$ cat config.mk
export PLATFORM = sky130hd
export DESIGN_NAME = page_xlate
export DESIGN_NICKNAME = d
export VERILOG_FILES = /design/src/rtl/pt_pkg.sv /design/src/rtl/pt_cam.sv /design/src/rtl/pt_victim.sv /design/src/rtl/pt_seq.sv /design/src/rtl/page_xlate.sv
export SDC_FILE = /design/constraint.sdc
export NUM_CORES = 1
export LEC_CHECK = 0
export BUFFER_PORTS_ARGS = -buffer_cell sky130_fd_sc_hd__buf_2
export CAP_MARGIN = 15
export CELL_PAD_IN_SITES_DETAIL_PLACEMENT = 0
export CELL_PAD_IN_SITES_GLOBAL_PLACEMENT = 2
export CORE_MARGIN = 2
export CORE_UTILIZATION = 45
export CTS_CLUSTER_DIAMETER = 100
export DETAILED_ROUTE_END_ITERATION = 8
export PLACE_DENSITY_LB_ADDON = 0.3
export SYNTH_ARGS = -nofsm -noshare
export SYNTH_HDL_FRONTEND = slang
export SYNTH_SLANG_ARGS = --single-unit
$ cat constraint.sdc
create_clock -name clk -period 13.45 [get_ports clk]
set_input_delay 2.0175 -clock clk [delete_from_list [all_inputs] [get_ports clk]]
set_output_delay 2.0175 -clock clk [all_outputs]
set_load 0.03 [all_outputs]
$ cat src/rtl/pt_pkg.sv
package pt_pkg;

  typedef enum logic [1:0] {
    S_LOW  = 2'd0,
    S_LOOK = 2'd1,
    S_MISS = 2'd2,
    S_STR  = 2'd3
  } seq_t;

  // extra base clocks of high phase per speed class
  function automatic logic [3:0] class_extra(input logic [1:0] cls);
    case (cls)
      2'd0:    return 4'd0;
      2'd1:    return 4'd1;
      2'd2:    return 4'd3;
      default: return 4'd7;
    endcase
  endfunction

endpackage

$ cat src/rtl/pt_cam.sv
module pt_cam #(
  parameter int ENTRIES = 16,
  parameter int VPN_W   = 16,
  parameter int PPN_W   = 16
) (
  input  logic                       clk,
  input  logic                       rst,
  input  logic [VPN_W-1:0]           lk_vpn,
  output logic                       lk_hit,
  output logic [PPN_W-1:0]           lk_ppn,
  output logic [1:0]                 lk_cls,
  input  logic                       wr_en,
  input  logic [$clog2(ENTRIES)-1:0] wr_idx,
  input  logic [VPN_W-1:0]           wr_vpn,
  input  logic [PPN_W-1:0]           wr_ppn,
  input  logic [1:0]                 wr_cls,
  output logic [ENTRIES-1:0]         valid_vec
);
  localparam int DATA_W = PPN_W + 2;

  logic [VPN_W-1:0]  tag_mem  [ENTRIES];
  logic [DATA_W-1:0] data_mem [ENTRIES];
  logic [ENTRIES-1:0] valid_q;
  logic [ENTRIES-1:0] hit_vec;
  logic [DATA_W-1:0]  sel_data;

  // payload storage: no reset, single write port
  always_ff @(posedge clk) begin
    if (wr_en) begin
      tag_mem[wr_idx]  <= wr_vpn;
      data_mem[wr_idx] <= {wr_ppn, wr_cls};
    end
  end

  always_ff @(posedge clk) begin
    if (rst)        valid_q <= '0;
    else if (wr_en) valid_q[wr_idx] <= 1'b1;
  end

  generate
    for (genvar g = 0; g < ENTRIES; g++) begin : g_cmp
      assign hit_vec[g] = valid_q[g] && (tag_mem[g] == lk_vpn);
    end
  endgenerate

  always_comb begin
    sel_data = '0;
    for (int i = 0; i < ENTRIES; i++) begin
      if (hit_vec[i]) sel_data = sel_data | data_mem[i];
    end
  end

  assign lk_hit    = |hit_vec;
  assign lk_ppn    = sel_data[DATA_W-1:2];
  assign lk_cls    = sel_data[1:0];
  assign valid_vec = valid_q;

  // a virtual page never matches two entries
  p_single_match_r9: assert property (@(posedge clk) disable iff (rst)
    $onehot0(hit_vec));

  // a written entry is valid afterwards
  p_write_sets_valid_r7: assert property (@(posedge clk) disable iff (rst)
    wr_en |=> valid_vec[$past(wr_idx)]);

endmodule

$ cat src/rtl/pt_victim.sv
module pt_victim #(
  parameter int ENTRIES = 16
) (
  input  logic                       clk,
  input  logic                       rst,
  input  logic [ENTRIES-1:0]         valid_vec,
  input  logic                       commit,
  output logic [$clog2(ENTRIES)-1:0] idx
);
  localparam int IDX_W = $clog2(ENTRIES);

  logic [IDX_W-1:0] rr_q;
  logic [IDX_W-1:0] free_idx;
  logic             all_valid;

  always_comb begin
    free_idx = '0;
    for (int i = ENTRIES - 1; i >= 0; i--) begin
      if (!valid_vec[i]) free_idx = IDX_W'(i);
    end
  end

  assign all_valid = &valid_vec;
  assign idx       = all_valid ? rr_q : free_idx;

  always_ff @(posedge clk) begin
    if (rst) begin
      rr_q <= '0;
    end else if (commit && all_valid) begin
      if (rr_q == IDX_W'(ENTRIES - 1)) rr_q <= '0;
      else                             rr_q <= rr_q + 1'b1;
    end
  end

  // while a free slot exists, the chosen slot is free
  p_pick_free_r7: assert property (@(posedge clk) disable iff (rst)
    !all_valid |-> !valid_vec[idx]);

endmodule

$ cat src/rtl/pt_seq.sv
module pt_seq
  import pt_pkg::*;
#(
  parameter int ADDR_W    = 24,
  parameter int OFF_W     = 8,
  parameter int CNT_W     = 4,
  parameter int VID_LO    = 'hE0,
  parameter int VID_HI    = 'hFF,
  parameter int VID_EXTRA = 12
) (
  input  logic                    clk,
  input  logic                    rst,
  input  logic [ADDR_W-1:0]       cpu_addr,
  input  logic                    cpu_we,
  output logic [ADDR_W-OFF_W-1:0] lk_vpn,
  input  logic                    lk_hit,
  input  logic [ADDR_W-OFF_W-1:0] lk_ppn,
  input  logic [1:0]              lk_cls,
  input  logic                    fill_valid,
  output logic                    fill_commit,
  output logic                    cpu_clk,
  output logic [ADDR_W-1:0]       phys_addr,
  output logic                    mem_en,
  output logic [1:0]              mem_class,
  output logic                    mem_we,
  output logic                    miss_req,
  output logic [ADDR_W-OFF_W-1:0] miss_vpage
);
  localparam int VPN_W = ADDR_W - OFF_W;
  localparam logic [VPN_W-1:0] VLO = VPN_W'(VID_LO);
  localparam logic [VPN_W-1:0] VHI = VPN_W'(VID_HI);

  seq_t             st_q, st_d;
  logic [CNT_W-1:0] cnt_q;
  logic [CNT_W-1:0] extra;
  logic             in_video;

  assign lk_vpn      = cpu_addr[ADDR_W-1:OFF_W];
  assign in_video    = (lk_vpn >= VLO) && (lk_vpn <= VHI);
  assign extra       = (in_video && cpu_we) ? CNT_W'(VID_EXTRA)
                                            : CNT_W'(class_extra(lk_cls));
  assign fill_commit = (st_q == S_MISS) && fill_valid;

  always_comb begin
    st_d = st_q;
    case (st_q)
      S_LOW:  st_d = S_LOOK;
      S_LOOK: begin
        if (!lk_hit)          st_d = S_MISS;
        else if (extra != '0) st_d = S_STR;
        else                  st_d = S_LOW;
      end
      S_MISS: if (fill_valid) st_d = S_LOOK;
      S_STR:  if (cnt_q == CNT_W'(1)) st_d = S_LOW;
      default: st_d = S_LOW;
    endcase
  end

  always_ff @(posedge clk) begin
    if (rst) begin
      st_q       <= S_LOW;
      cnt_q      <= '0;
      cpu_clk    <= 1'b0;
      miss_req   <= 1'b0;
      miss_vpage <= '0;
      phys_addr  <= '0;
      mem_en     <= 1'b0;
      mem_class  <= 2'd0;
      mem_we     <= 1'b0;
    end else begin
      st_q     <= st_d;
      cpu_clk  <= (st_d != S_LOW);
      miss_req <= (st_d == S_MISS);
      if (st_q == S_LOOK && lk_hit) begin
        phys_addr <= {lk_ppn, cpu_addr[OFF_W-1:0]};
        mem_en    <= 1'b1;
        mem_class <= lk_cls;
        mem_we    <= cpu_we;
        cnt_q     <= extra;
      end else if (st_q == S_LOW) begin
        mem_en <= 1'b0;
      end
      if (st_q == S_STR) cnt_q <= cnt_q - 1'b1;
      if (st_q == S_LOOK && !lk_hit) miss_vpage <= lk_vpn;
    end
  end

  // request held until the loader answers
  p_miss_held_r3: assert property (@(posedge clk) disable iff (rst)
    (miss_req && !fill_valid) |=> miss_req);

  // no memory access while stalled
  p_no_access_in_stall_r3: assert property (@(posedge clk) disable iff (rst)
    (st_q == S_MISS) |-> !mem_en);

  // the CPU clock stays high during the stall
  p_clock_frozen_r4: assert property (@(posedge clk) disable iff (rst)
    (st_q == S_MISS) |-> cpu_clk);

  // a fill releases the stall into a fresh lookup that hits
  p_release_r4: assert property (@(posedge clk) disable iff (rst)
    fill_commit |=> (st_q == S_LOOK) && lk_hit);

  // address stable while the stretch runs
  p_addr_stable_r2: assert property (@(posedge clk) disable iff (rst)
    (st_q == S_STR && $past(st_q) == S_STR) |-> $stable(phys_addr));

  // the low phase lasts exactly one base clock
  p_one_low_r5: assert property (@(posedge clk) disable iff (rst)
    (st_q == S_LOW) |=> cpu_clk);

endmodule

$ cat src/rtl/page_xlate.sv
module page_xlate #(
  parameter int ADDR_W    = 24,
  parameter int OFF_W     = 8,
  parameter int ENTRIES   = 16,
  parameter int CNT_W     = 4,
  parameter int VID_LO    = 'hE0,
  parameter int VID_HI    = 'hFF,
  parameter int VID_EXTRA = 12
) (
  input  logic                    clk,
  input  logic                    rst,
  input  logic [ADDR_W-1:0]       cpu_addr,
  input  logic                    cpu_we,
  output logic                    cpu_clk,
  output logic [ADDR_W-1:0]       phys_addr,
  output logic                    mem_en,
  output logic [1:0]              mem_class,
  output logic                    mem_we,
  output logic                    miss_req,
  output logic [ADDR_W-OFF_W-1:0] miss_vpage,
  input  logic                    fill_valid,
  input  logic [ADDR_W-OFF_W-1:0] fill_ppage,
  input  logic [1:0]              fill_speed
);
  localparam int PG_W  = ADDR_W - OFF_W;
  localparam int IDX_W = $clog2(ENTRIES);

  logic [PG_W-1:0]    lk_vpn;
  logic               lk_hit;
  logic [PG_W-1:0]    lk_ppn;
  logic [1:0]         lk_cls;
  logic               fill_commit;
  logic [IDX_W-1:0]   victim_idx;
  logic [ENTRIES-1:0] valid_vec;

  pt_cam #(
    .ENTRIES (ENTRIES),
    .VPN_W   (PG_W),
    .PPN_W   (PG_W)
  ) u_cam (
    .clk       (clk),
    .rst       (rst),
    .lk_vpn    (lk_vpn),
    .lk_hit    (lk_hit),
    .lk_ppn    (lk_ppn),
    .lk_cls    (lk_cls),
    .wr_en     (fill_commit),
    .wr_idx    (victim_idx),
    .wr_vpn    (miss_vpage),
    .wr_ppn    (fill_ppage),
    .wr_cls    (fill_speed),
    .valid_vec (valid_vec)
  );

  pt_victim #(
    .ENTRIES (ENTRIES)
  ) u_victim (
    .clk       (clk),
    .rst       (rst),
    .valid_vec (valid_vec),
    .commit    (fill_commit),
    .idx       (victim_idx)
  );

  pt_seq #(
    .ADDR_W    (ADDR_W),
    .OFF_W     (OFF_W),
    .CNT_W     (CNT_W),
    .VID_LO    (VID_LO),
    .VID_HI    (VID_HI),
    .VID_EXTRA (VID_EXTRA)
  ) u_seq (
    .clk         (clk),
    .rst         (rst),
    .cpu_addr    (cpu_addr),
    .cpu_we      (cpu_we),
    .lk_vpn      (lk_vpn),
    .lk_hit      (lk_hit),
    .lk_ppn      (lk_ppn),
    .lk_cls      (lk_cls),
    .fill_valid  (fill_valid),
    .fill_commit (fill_commit),
    .cpu_clk     (cpu_clk),
    .phys_addr   (phys_addr),
    .mem_en      (mem_en),
    .mem_class   (mem_class),
    .mem_we      (mem_we),
    .miss_req    (miss_req),
    .miss_vpage  (miss_vpage)
  );

endmodule

== Yosys cells after proc, flatten, opt, wreduce, memory -nomap -nowiden ==
Memories as Yosys holds them, arrays and structs flattened.
Cells that the tools add are included.

* Add/sub/neg operators: 2
* $mul: 0
* Div/mod/pow operators: 0
* Order comparisons: 4
* Equality and inequality tests: 24
* Shifts and indexed selects: 0
* Mux-type cells: 49
* Bitwise operators: 16
* Reductions and logical operators: 32

{| class="wikitable"
|+ Operators by type and width
! cell !! count
|-
| $mux W18 || 16
|-
| $or A18 B18 Y18 || 15
|-
| $eq A16 B16 Y1 || 16
|-
| $mux W4 || 21
|-
| $logic_and A1 B1 Y1 || 23
|-
| $ge A16 B8 Y1 const B || 1
|-
| $le A16 B8 Y1 const B || 1
|-
| $or A16 B16 Y16 || 1
|-
| $reduce_and A16 Y1 || 1
|-
| $reduce_or A16 Y1 || 1
|-
| $pmux W3 S3 || 1
|-
| $eq A2 B2 Y1 const B || 4
|-
| $mux W2 || 4
|-
| $pmux W2 S4 || 1
|-
| $reduce_bool A2 Y1 || 3
|-
| $lt A4 B5 Y1 const B || 1
|-
| $mux W1 || 5
|-
| $add A4 B1 Y4 const B || 1
|-
| $demux W1 S4 || 1
|-
| $eq A2 B1 Y1 const B || 2
|-
| $eq A4 B1 Y1 const B || 1
|-
| $eq A4 B4 Y1 const B || 1
|-
| $ge A4 B1 Y1 const B || 1
|-
| $logic_not A2 Y1 || 2
|-
| other kinds (3) || 3
|}

* Register bits: 72
* Bits in latches: 0
* Memory bits (writable): 544
* Memory bits (read-only): 0
* Input bits: 46
* Memories kept: 2

{| class="wikitable"
|+ Memories
! memory !! depth !! width !! rd ports !! clocked after memory_dff !! wr ports !! RTL line !! text
|-
| u_cam.data_mem || 16 || 18 || 16 || 0 || 1 || pt_cam.sv:22 || <nowiki>logic [DATA_W-1:0] data_mem [ENTRIES];</nowiki>
|-
| u_cam.tag_mem || 16 || 16 || 16 || 0 || 1 || pt_cam.sv:21 || <nowiki>logic [VPN_W-1:0] tag_mem [ENTRIES];</nowiki>
|}

== Depth between registers and ports, before layout ==
Gate-level depths: netlist (run 1).
An unclocked memory read counts as a cell.

* Word-level depth: 42
* Gate-level depth with buffers: 14
* Gate-level depth less buffers: 9

== By module ==
Synthesis (run 1) repeated with hierarchy kept, for this count alone.

* Cell total of the unflattened synthesis: 1854
* Area, all modules: 25703.4 um^2

{| class="wikitable"
|+ By module, submodules not included
! module !! instances !! cells an instance !! area each (um^2)
|-
| pt_cam || 1 || 1531 || 23223.5
|-
| pt_seq || 1 || 267 || 2094.5
|-
| pt_victim || 1 || 56 || 385.4
|}

== Worst setup path after synthesis (run 1) ==
Ideal clock, no wire load.

* Path kind: input-to-reg
* Start: in fill_valid
* End: mem u_cam.data_mem[0][0] (netlist name) (enable)
* Library setup time: 467 ps
* Data arrival time: 4945 ps
* Data required time: 12983 ps
* Path slack: 8038 ps
* Stages: 5
* Buffers on the path: 0
* Path through: nor2b_1 -> nand2_1 -> nor2b_1 -> nand2_1 -> nor3_1

* Cells in the longest elaborated chain, start to end: 3

{| class="wikitable"
|+ Ends and longest elaborated chain
! what !! RTL line !! text
|-
| start, declared || page_xlate.sv:21 || <nowiki>input logic fill_valid,</nowiki>
|-
| $logic_and A1 B1 Y1 || pt_seq.sv:42 || <nowiki>assign fill_commit = (st_q == S_MISS) && fill_valid;</nowiki>
|-
| $mux W1 || pt_cam.sv:29 || <nowiki>if (wr_en) begin</nowiki>
|-
| $mux W1 (implied by the code) || pt_cam.sv:31 || <nowiki>data_mem[wr_idx] <= {wr_ppn, wr_cls};</nowiki>
|-
| end, declared || pt_cam.sv:22 ||
|}

No other way between the ends.

== Worst setup path after layout (run 1) ==
* Start: in cpu_addr[17]
* End: reg u_seq.phys_addr[23]

* Cells in the longest elaborated chain, start to end: 33
* Elaborated cells between the ends (all ways): 65
* Classes of those cells: eq/ne (16); mux (16); bitwise (15); reduce/logical (18)

{| class="wikitable"
|+ Ends and longest elaborated chain
! what !! RTL line !! text
|-
| start, declared || page_xlate.sv:12 || <nowiki>input logic [ADDR_W-1:0] cpu_addr,</nowiki>
|-
| $eq A16 B16 Y1 || pt_cam.sv:42 || <nowiki>assign hit_vec[g] = valid_q[g] && (tag_mem[g] == lk_vpn);</nowiki>
|-
| $logic_and A1 B1 Y1 || pt_cam.sv:42 ||
|-
| $mux W18 || pt_cam.sv:49 || <nowiki>if (hit_vec[i]) sel_data = sel_data | data_mem[i];</nowiki>
|-
| $or A18 B18 Y18 || pt_cam.sv:49 ||
|-
| $mux W18 || pt_cam.sv:49 ||
|-
| $or A18 B18 Y18 || pt_cam.sv:49 ||
|-
| $mux W18 || pt_cam.sv:49 ||
|-
| $or A18 B18 Y18 || pt_cam.sv:49 ||
|-
| [17 not listed] || -- ||
|-
| $or A18 B18 Y18 || pt_cam.sv:49 ||
|-
| $mux W18 || pt_cam.sv:49 ||
|-
| $or A18 B18 Y18 || pt_cam.sv:49 ||
|-
| $mux W18 || pt_cam.sv:49 ||
|-
| $or A18 B18 Y18 || pt_cam.sv:49 ||
|-
| $mux W18 || pt_cam.sv:49 ||
|-
| $or A18 B18 Y18 || pt_cam.sv:49 ||
|-
| $mux W18 || pt_cam.sv:49 ||
|-
| end signal, assigned || pt_seq.sv:75 || <nowiki>phys_addr <= {lk_ppn, cpu_addr[OFF_W-1:0]};</nowiki>
|-
| end, declared || pt_seq.sv:22 || <nowiki>output logic [ADDR_W-1:0] phys_addr,</nowiki>
|}

Several ways; a longest one is shown, not always the timed one.
A chain may end at the register's enable or synchronous reset.

==> results of run 1 <==
-- logic make-up (layout without fill, tap and decap cells) --
logic type               after synthesis  after routing  synth area share [%]
adder cells (fa/ha/maj)                3              3                 0.153
buffers and inverters                 95            281                  2.54
multiplexers                          16             16                 0.651
XOR/XNOR                             257            257                  9.15
other                                  0              1                     0
flip-flops                           616            616                  72.3
AO/OA/AOI/OAI                        197            197                  5.99
AND/OR/NAND/NOR                      426            426                  9.21
-- per-layer routing --
layer	track usage (%)	vias to the layer above
met5	0	-
met4	6.37	0
met3	6.22	99
met2	39.1	631
met1	35.4	7416
li1	-	6473
-- cells in the mapped netlist (2+ instances only) --
library cell  number  share of area [%]
edfxtp_1         544                 66
xnor2_1          248                8.8
nand3_1           93                1.9
nand4_1           89                2.3
a22oi_1           77                2.4
nor3_1            77                1.6
dfxtp_1           72                5.9
nand2_1           56               0.85
nor2_1            51               0.78
clkbuf_1          32               0.49
buf_6             28                1.3
a221oi_1          26               0.93
a22o_1            26               0.93
a21oi_1           22               0.45
inv_1             19               0.29
mux2i_1           16               0.65
or3_1             14               0.36
o22ai_1           13               0.33
xor2_1             9               0.32
and2_1             8               0.20
nor4_1             8               0.20
buf_2              7               0.14
o21ai_0            7               0.14
buf_4              6               0.18
nor3_2             6               0.24
a31oi_1            5               0.13
nor3b_1            5               0.15
nand2b_1           4               0.10
o32ai_1            4               0.14
a2111o_1           3               0.14
a211oi_1           3              0.092
and4_1             3               0.11
ha_1               3               0.15
nor2b_1            3              0.076
nor4_2             2               0.10
nor4bb_1           2              0.081
o211ai_1           2              0.061
-- registers in the layout (all words and copies together) (netlist names), 4 cells and up --
register          cells
u_victim.rr_q         4
u_cam.data_mem      288
u_seq.miss_vpage     16
u_seq.cnt_q           4
u_cam.valid_vec      16
u_seq.phys_addr      24
u_cam.tag_mem       256
-- tightest hold or removal path: stages (launching register included) --
cell and delay (ns):
dfxtp_1 0.30, nand2_1 0.05, a21oi_1 0.05
-- area by class of cell --
class                      instances  share of cell area, %
sequential                       616                   63.5
inverter                          19                  0.255
antenna                            1                0.00894
multi-input combinational        899                   22.5
clock inverter                    22                  0.599
clock buffer                     102                   7.08
timing repair buffer             138                   2.90
tap                              696                   3.11
-- power by group --
group / switching, mW / internal [mW]
logic: 0.121 / 0.0489
clock network: 0.741 / 1.04
registers: 0.0153 / 2.09
-- worst paths after layout --
check,from,end,slack (ns)
setup / recovery,cpu_addr[17],u_seq.phys_addr[23]$_SDFFE_PP0P_,8.08
hold reg to reg,u_seq.phys_addr[2]$_SDFFE_PP0P_,u_seq.phys_addr[2]$_SDFFE_PP0P_,0.45
setup reg to reg,u_cam.tag_mem[4][8]$_DFFE_PP_,u_seq.phys_addr[23]$_SDFFE_PP0P_,9.78
hold / removal,u_seq.phys_addr[2]$_SDFFE_PP0P_,u_seq.phys_addr[2]$_SDFFE_PP0P_,0.45
==> results.ini, run 1 <==
[global_route]
grt-ovfl-total=0
grt_max_degree=82
grt_pass1_wl_um=101000
grt_pass1_vias=14300
track_usage_pct=25.1
antenna_found_initial=1

[sta]
skew_ns=0.0269
fin_crit_sh_pct=39.9
finalCriticalPeriod_ns=5.37
tns_ns=0
rsz0062_at_grt=no
hold_violations=0
setup_slack_ns=8.08
holdWs_ns=0.450
max_slew_margin_pct=19.8
slew_violations=0
finalSetupViolCount=0
max_freq_ghz=0.186
tightest_slew_ns=1.20

[setup_path]
crit_path_frequent_cell=nor3_1
crit_chain=buf_2, xnor2_1, nand4_1, nor3_1, and2_1, a2111o_1, o41a_1, buf_4, nor2_1, nor3_1
required_ns=13.96
cp_max_fo=18
worst-path-buf-inv=2
crit_arrival_ns=5.88
reg2regPathDepth=9
crit_path_max_incr_delay_ns=1.02
critPathKind=in2reg
startpoint_type=primary input
crit_family=simple AND/OR/NAND/NOR gates
cp-end-kind=flip-flop
critPathSlowestCell=and2_1
cp.depth=10

[drt]
met1_length_um=30100
drcViolationCount=0
dr.pass1.iters=5
antenna_left=0
top_layer=met4
wl_met2_um=32300
drt_iter0_drc=1621
wirelength_um=70400
wl_per_cell_um=28.2
met3WireLength_um=6360
via_per_inst=5.86
vias=14600

[clock_network]
ctsRootBufferMaster=clkbuf_16
clkLatencyLatePin_ns=0.60
cts_setup_buffers=0
cts_tree=done
htreeDepth=3
clock-sinks=616
cts_resized=0
clockBufferDepth=3
clkTransAtPathRegs_ns=0.06
cts_inserted_buffers=67
ctsHoldBuffers=0

[run]
cap_violations=0

[floorplanning]
dieArea_um2=56500
io_pins=92
fp.dieW_um=238
initial_core_util_pct=45.6
core_area_um2=53900
row_count=85
die_height_um=238

[placement]
io_buffers=91
dpl_cell_area_um2=25800
dp_hpwl_um=40200
numPlacedInstances=2368
gp_routability_congestion=0.814
post-place-ws_ns=7.54

[final_layout]
seq_area_um2=17800
area_growth_pct=13.8
mostFrequentLayoutCells=544 x edfxtp_1, 248 x xnor2_1, 93 x nand3_1
stdcell_count=2493
multiInputGateArea_um2=6290
final_util_pct=51.9
fillers=4431
nets=1790
fin_area_um2=28000
drive_gt1_share_pct=14.8
final_common_cell=edfxtp_1

[synth]
synthFlopType=edfxtp_1
syn_nets=1659
netlist_area_um2=24600
yosysUniqueCellTypes=54
ys_seq_area_share_pct=72.3
synth-seq-cells=616
synth_cells=1610
avgSynthCellArea_um2=15.3
synth_warnings=0
async_reset_ff_share_pct=0
synth_edf_count=544

[worst_hold_path]
hold_class=reg2reg
whs_path_depth=2

[pwr]
p_leak_nw=8.79
power_density_nw_per_um2=145
power.total_mw=4.06
ir_drop_v=0.0000920

[status]
status=finished, final reports clean

No activity file was read; power rests on OpenSTA's default activity.
==> run 2: changes to the inputs <==
- clock period: 13.45 -> 5.02 ns (I/O delays scaled with it)
==> run 2 against run 1 <==
Effect of this change:
- routed wire length grew 2.3%
- flip-flop and latch count is the same
- worst setup slack lost 6.8 ns
- largest cell class unchanged
- sequential power grew to 2.7 times the previous value
- die area is the same
- via count grew 1.5%
- hold slack lost 0.045 ns
- global-route usage grew 0.66 points
- clock power grew to 2.8 times the previous value
- power grew to 2.7 times the previous value
- non-clock buffer count grew 21
==> results.ini, run 2 (synthesis gave the netlist of run 1 again) <==
[worst_hold_path]
whs_endpoint=u_seq.phys_addr[2]$_SDFFE_PP0P_
hold_class=in2reg
hp-start=cpu_addr[2]
whs_path_depth=3  ; +1

[drt]
vias=14800  ; +1.5%
wirelength_um=72000  ; +2.3%
dr.pass1.iters=5  ; unchanged
via_per_inst=5.91  ; +0.75%
wl_per_cell_um=28.7  ; +1.5%
antenna_left=0  ; unchanged
drt_iter0_drc=1894  ; +17%
drcViolationCount=0  ; unchanged

[clock_network]
clock-sinks=616  ; unchanged
clkLatencyLatePin_ns=0.61  ; about the same
cts_tree=done
ctsRootBufferMaster=clkbuf_16
cts_inserted_buffers=66  ; -1.5%
clkTransAtPathRegs_ns=0.06  ; about the same
cts_resized=0  ; unchanged
ctsHoldBuffers=0  ; unchanged
clockBufferDepth=3  ; unchanged
htreeDepth=3  ; unchanged
cts_setup_buffers=0  ; unchanged

[final_layout]
regMostFlops=u_cam.data_mem
seq_area_um2=17800  ; unchanged
multiInputGateArea_um2=6290  ; unchanged
stdcell_count=2512  ; +0.76%
top_regs=u_cam.data_mem x288, u_cam.tag_mem x256, u_seq.phys_addr x24
largest_reg_flops=288  ; unchanged
final_util_pct=52.3  ; +0.42 points
fillers=4381  ; -1.1%
area_growth_pct=14.7
nets=1810  ; +1.1%
drive_gt1_share_pct=15.5  ; +0.73 points
mostFrequentLayoutCells=544 x edfxtp_1, 248 x xnor2_1, 93 x nand3_1
final_common_cell=edfxtp_1

[setup_path]
critPathSlowestCell=dfxtp_1
cp_max_fo=34  ; +16
crit_start=u_cam.valid_vec[9]$_SDFFE_PP0P_
rr_endpoint=u_cam.data_mem[9][3]$_DFFE_PP_
crit_chain=nand2_1, or3_1, nor3_1, a22oi_1, o31a_1, nor3_2, buf_4
crit_arrival_ns=3.95  ; -1.93 ns
rrSetupSlack_ns=1.30  ; -8.48 ns
critPathKind=reg2reg
startpoint_type=flip-flop
required_ns=5.24  ; -8.72 ns
crit_path_max_incr_delay_ns=0.61  ; -0.41 ns
cp-end-kind=flip-flop
r2r-start=u_cam.valid_vec[9]$_SDFFE_PP0P_
reg2regPathDepth=7  ; -2

[placement]
dp_hpwl_um=43700  ; +8.7%
io_buffers=91  ; unchanged
gp_routability_congestion=0.851  ; +4.5%
numPlacedInstances=2389  ; +0.89%

[global_route]
grt-ovfl-total=0  ; unchanged
grt_pass1_vias=14300  ; +0.37%
grt_max_degree=82  ; unchanged
track_usage_pct=25.8  ; +0.66 points
antenna_found_initial=4  ; +3
grt_pass1_wl_um=103000  ; +2.0%

[floorplanning]
io_pins=92  ; unchanged
fp.dieW_um=238  ; unchanged
core_area_um2=53900  ; unchanged
dieArea_um2=56500  ; unchanged
die_height_um=238  ; unchanged
initial_core_util_pct=45.6  ; unchanged
row_count=85  ; unchanged

[sta]
slew_violations=0  ; unchanged
max_freq_ghz=0.269
finalSetupViolCount=0  ; unchanged
finalCriticalPeriod_ns=3.72
skew_ns=0.0244  ; -0.00250 ns
tightest_slew_ns=1.32  ; +0.120 ns
max_slew_margin_pct=11.9  ; -7.9 points
tns_ns=0  ; unchanged
fin_crit_sh_pct=74.2
hold_violations=0  ; unchanged
rsz0062_at_grt=no

[status]
status=finished, final reports clean

[pwr]
power_density_nw_per_um2=391  ; +170%
ir_drop_v=0.000189  ; +110%
p_leak_nw=8.91  ; +1.4%
power.total_mw=11.0  ; +170%

[run]
cap_violations=0  ; unchanged

-- run 2: cell count changes in the layout (fill, tap and decap cells not counted), sizes merged --
cell / previous run / this run
clkinv: 16 / 18
buf: 138 / 159
clkbuf: 102 / 92
bufinv: 1 / 7
-- run 2: worst max-delay path by stage --
| stage | end | slack [ns] | depth (start not counted) |
|---|---|---|---|
| 3_3_place_gp | u_seq.cnt_q[2]$_SDFFE_PP0P_ | 0.82 | 13 |
| 6_report | u_cam.data_mem[9][3]$_DFFE_PP_ | 1.30 | 7 |
| 4_1_cts | u_cam.tag_mem[9][10]$_DFFE_PP_ | 1.33 | 7 |
| 5_1_grt | u_cam.data_mem[7][7]$_DFFE_PP_ | 1.07 | 7 |
| 3_5_place_dp | u_seq.miss_vpage[2]$_SDFFE_PP0P_ | 0.82 | 12 |
| 2_1_floorplan | u_cam.data_mem[15][0]$_DFFE_PP_ | 0.33 | 7 |
-- run 2: per-stage QoR --
stage               hold WS, ns  setup WS (ns)  area (um^2)
CTS                       0.375           1.33        28200
detailed placement        0.439          0.817        26000
finish                    0.404           1.30        28200
global route              0.409           1.07        28200
floorplan                 0.459          0.333        24600
global placement          0.437          0.819        26000
-- run 2: layer usage --
metal  routed length, um  GRT usage (%)  up-vias
met2               31900           38.0      721
met5                  13              0        -
li1                    -              -     6502
met3                7110           5.98      103
met1               31400           38.0     7513
met4                1640           7.89        2
-- run 2: final cells by class --
| type | count | share of cell area (%) |
|---|---|---|
| Multi-Input combinational cell | 899 | 22.3 |
| Tap cell | 696 | 3.09 |
| Antenna cell | 1 | 0.00887 |
| Clock buffer | 92 | 6.46 |
| Clock inverter | 30 | 1.31 |
| Inverter | 19 | 0.253 |
| Sequential cell | 616 | 63.0 |
| Timing Repair Buffer | 159 | 3.52 |
-- run 2: worst max-delay path: cells and delay by family, from the launching register on --
kind	cells	cell delay (ns)
simple gates	4	1.46
flops	1	0.61
compound gates	2	0.62
buf+inv	1	0.59
-- run 2: power breakdown --
part           switching, mW  internal (mW)  leakage, nW
clock                   1.98           2.92         1.06
sequential            0.0344           5.61         5.51
combinational          0.338          0.139         2.34
total                   2.36           8.67         8.91
==> run 3: changes to the inputs <==
- CORE_UTILIZATION: 45 -> 41
- clock period: 5.02 -> 3 ns (I/O delays scaled with it)
==> run 3 against run 2 <==
Effect of this change:
- clock-buffer cell count decreased by 2
- worst setup slack got worse by 1.2 ns
- sequential power increased by 67%
- clock power increased by 66%
- power increased by 68%
- register-to-register slack got worse by 1.2 ns
- die area increased by 9.6%
- sequential share of layout area decreased by 3.8 points
==> results.ini, run 3 (synthesis gave the netlist of run 1 again) <==
[status]
status=finished, final reports clean

[setup_path]
worst-path-buf-inv=2  ; +1
crit_family=simple AND/OR/NAND/NOR gates
crit_path_max_incr_delay_ns=0.49  ; -0.12 ns
crit_chain=xnor2_1, nand4_1, nor3_1, and2_1, buf_4, a2111o_1, or4_4, nor2_8, clkbuf_16, mux2i_1, nor2_1
crit_arrival_ns=3.42  ; -0.53 ns
cp_max_fo=6  ; -82%
cp-end-kind=flip-flop
startpoint_type=flip-flop
critPathSlowestCell=or4_4
critPathKind=reg2reg
required_ns=3.48  ; -1.76 ns

[floorplanning]
row_count=89  ; +4.7%
dieArea_um2=61900  ; +9.6%
initial_core_util_pct=41.6  ; -4.0 points
fp.dieW_um=249  ; +4.7%
die_height_um=249  ; +4.7%
core_area_um2=59100  ; +9.7%
io_pins=92  ; unchanged

[placement]
dp_hpwl_um=45900  ; +5.0%
post-place-ws_ns=-0.421  ; -1.24 ns
dpl_cell_area_um2=27800  ; +6.9%
io_buffers=91  ; unchanged
gp_routability_congestion=0.832  ; -2.2%

[sta]
max_slew_margin_pct=43.4  ; +32 points
skew_ns=0.0290  ; +0.00455 ns
tightest_slew_ns=0.841  ; -0.481 ns
finalSetupViolCount=0  ; unchanged
fin_crit_sh_pct=97.8  ; +24 points
finalCriticalPeriod_ns=2.93  ; -0.789 ns
rsz0062_at_grt=no
slew_violations=0  ; unchanged
max_freq_ghz=0.341  ; +27%
hold_violations=0  ; unchanged
setup_slack_ns=0.0658  ; -1.23 ns

[clock_network]
clockBufferDepth=3  ; unchanged
cts_inserted_buffers=68  ; +3.0%
clkTransAtPathRegs_ns=0.06  ; about the same
ctsHoldBuffers=0  ; unchanged
clkLatencyLatePin_ns=0.62  ; about the same
ctsRootBufferMaster=clkbuf_16
htreeDepth=3  ; unchanged
clock-sinks=616  ; unchanged
cts_tree=done

[drt]
wl_met2_um=33800  ; +6.2%
vias=15400  ; +3.8%
wl_per_cell_um=27.1  ; -5.4%
met3WireLength_um=5590  ; -21%
antenna_left=0  ; unchanged
met1_length_um=32700  ; +4.3%
drt_iter0_drc=1534  ; -19%
via_per_inst=5.63  ; -4.6%
top_layer=met5
drcViolationCount=0  ; unchanged
wirelength_um=74100  ; +3.0%
dr.pass1.iters=5  ; unchanged

[final_layout]
mostFrequentLayoutCells=544 x edfxtp_1, 248 x xnor2_1, 169 x buf_4
nets=1955  ; +8.0%
fin_area_um2=30000  ; +6.4%
fillers=4914  ; +12%
multiInputGateArea_um2=6450  ; +2.5%
largest_reg_flops=288  ; unchanged
area_growth_pct=22.1
regMostFlops=u_cam.data_mem
antenna_cells=0  ; -1
drive_gt1_share_pct=22.2  ; +6.7 points
top_regs=u_cam.data_mem x288, u_cam.tag_mem x256, u_seq.phys_addr x24
final_common_cell=edfxtp_1
seq_area_um2=17800  ; unchanged

[global_route]
grt_max_degree=49  ; -40%
grt-ovfl-total=0  ; unchanged
grt_pass1_wl_um=105000  ; +2.6%
antenna_found_initial=1  ; -3
grt_pass1_vias=15300  ; +6.9%
track_usage_pct=23.7  ; -2.1 points

[pwr]
seqPwrFrac_pct=50.9  ; -0.3 points
p_leak_nw=9.87  ; +11%
power_density_nw_per_um2=618  ; +58%
power.total_mw=18.5  ; +68%
swShare_pct=21.8  ; +0.45 points
combPwrFrac_pct=5.3  ; +1.0 points
clockPowerShare_pct=43.8  ; -0.7 points
ir_drop_v=0.000344  ; +82%
p_switching_mw=4.05  ; +72%
p_int_mw=14.5  ; +67%

[run]
cap_violations=0  ; unchanged

[worst_hold_path]
hold_class=in2reg

[run 3: area by class of cell]
cell class / count / area share, %
clock inverter: 34 / 0.975
timing repair buffer: 302 / 8.61
tap: 773 / 3.22
multi-input combinational: 899 / 21.5
inverter: 19 / 0.238
sequential: 616 / 59.2
clock buffer: 90 / 6.22
[run 3: metrics by stage]
| stage | std cells | hold slack (ns) | util (%) | setup TNS [ns] |
|---|---|---|---|---|
| 6_report | 2733 | 0.0791 | 50.8 | 0 |
| 3_3_place_gp | 2607 | 0.438 | 47.0 | -15.01 |
| 4_1_cts | 2731 | 0.0582 | 50.7 | 0 |
| 2_1_floorplan | 1610 | 0.459 | - | 0 |
| 3_5_place_dp | 2607 | 0.442 | 47.0 | -15.11 |
| 5_1_grt | 2733 | 0.0830 | 50.8 | 0 |
[run 3: per-layer routing]
layer / vias up / GRT usage [%]
met3: 110 / 4.32
met2: 599 / 37.0
met4: 2 / 7.79
li1: 6797 / -
met5: - / 0
met1: 7890 / 33.6
[run 3: worst reg2reg max path, stage by stage, from the launching register on]
cell and delay (ns):
edfxtp_1 0.40, xnor2_1 0.16, nand4_1 0.23, nor3_1 0.11, and2_1 0.20, buf_4 0.15
a2111o_1 0.33, or4_4 0.49, nor2_8 0.25, clkbuf_16 0.23, mux2i_1 0.21, nor2_1 0.05
[run 3: final timing paths]
check | startpoint | endpoint | slack, ns | cells after the start
setup / recovery | u_cam.tag_mem[8][2]$_DFFE_PP_ | u_seq.miss_vpage[14]$_SDFFE_PP0P_ | 0.07 | 11
hold / removal | cpu_addr[1] | u_seq.phys_addr[1]$_SDFFE_PP0P_ | 0.08 | 3
setup reg to reg | u_cam.tag_mem[8][2]$_DFFE_PP_ | u_seq.miss_vpage[14]$_SDFFE_PP0P_ | 0.07 | 11
hold reg to reg | u_seq.phys_addr[3]$_SDFFE_PP0P_ | u_seq.phys_addr[3]$_SDFFE_PP0P_ | 0.45 | 2
[run 3: repair_timing]
action | CTS | global route
gates cloned | 0 | 1
setup endpoints to repair | 5 | 17
buffers inserted | 0 | 1
pin swaps | 0 | 3
endpoints found under the hold margin | 0 | 0
resized for setup | 1 | 3
[run 3: power by group through the flow]
| stage | Sequential, mW | Combinational, mW | Clock [mW] |
|---|---|---|---|
| 2_1_floorplan | 9.66 | 0.429 | 0 |
| 6_report | 9.44 | 0.987 | 8.12 |
| 3_5_place_dp | 9.62 | 0.970 | 0 |
| 3_3_place_gp | 9.62 | 0.962 | 0 |
| 5_1_grt | 9.44 | 1.04 | 8.59 |
| 4_1_cts | 9.43 | 0.974 | 8.25 |
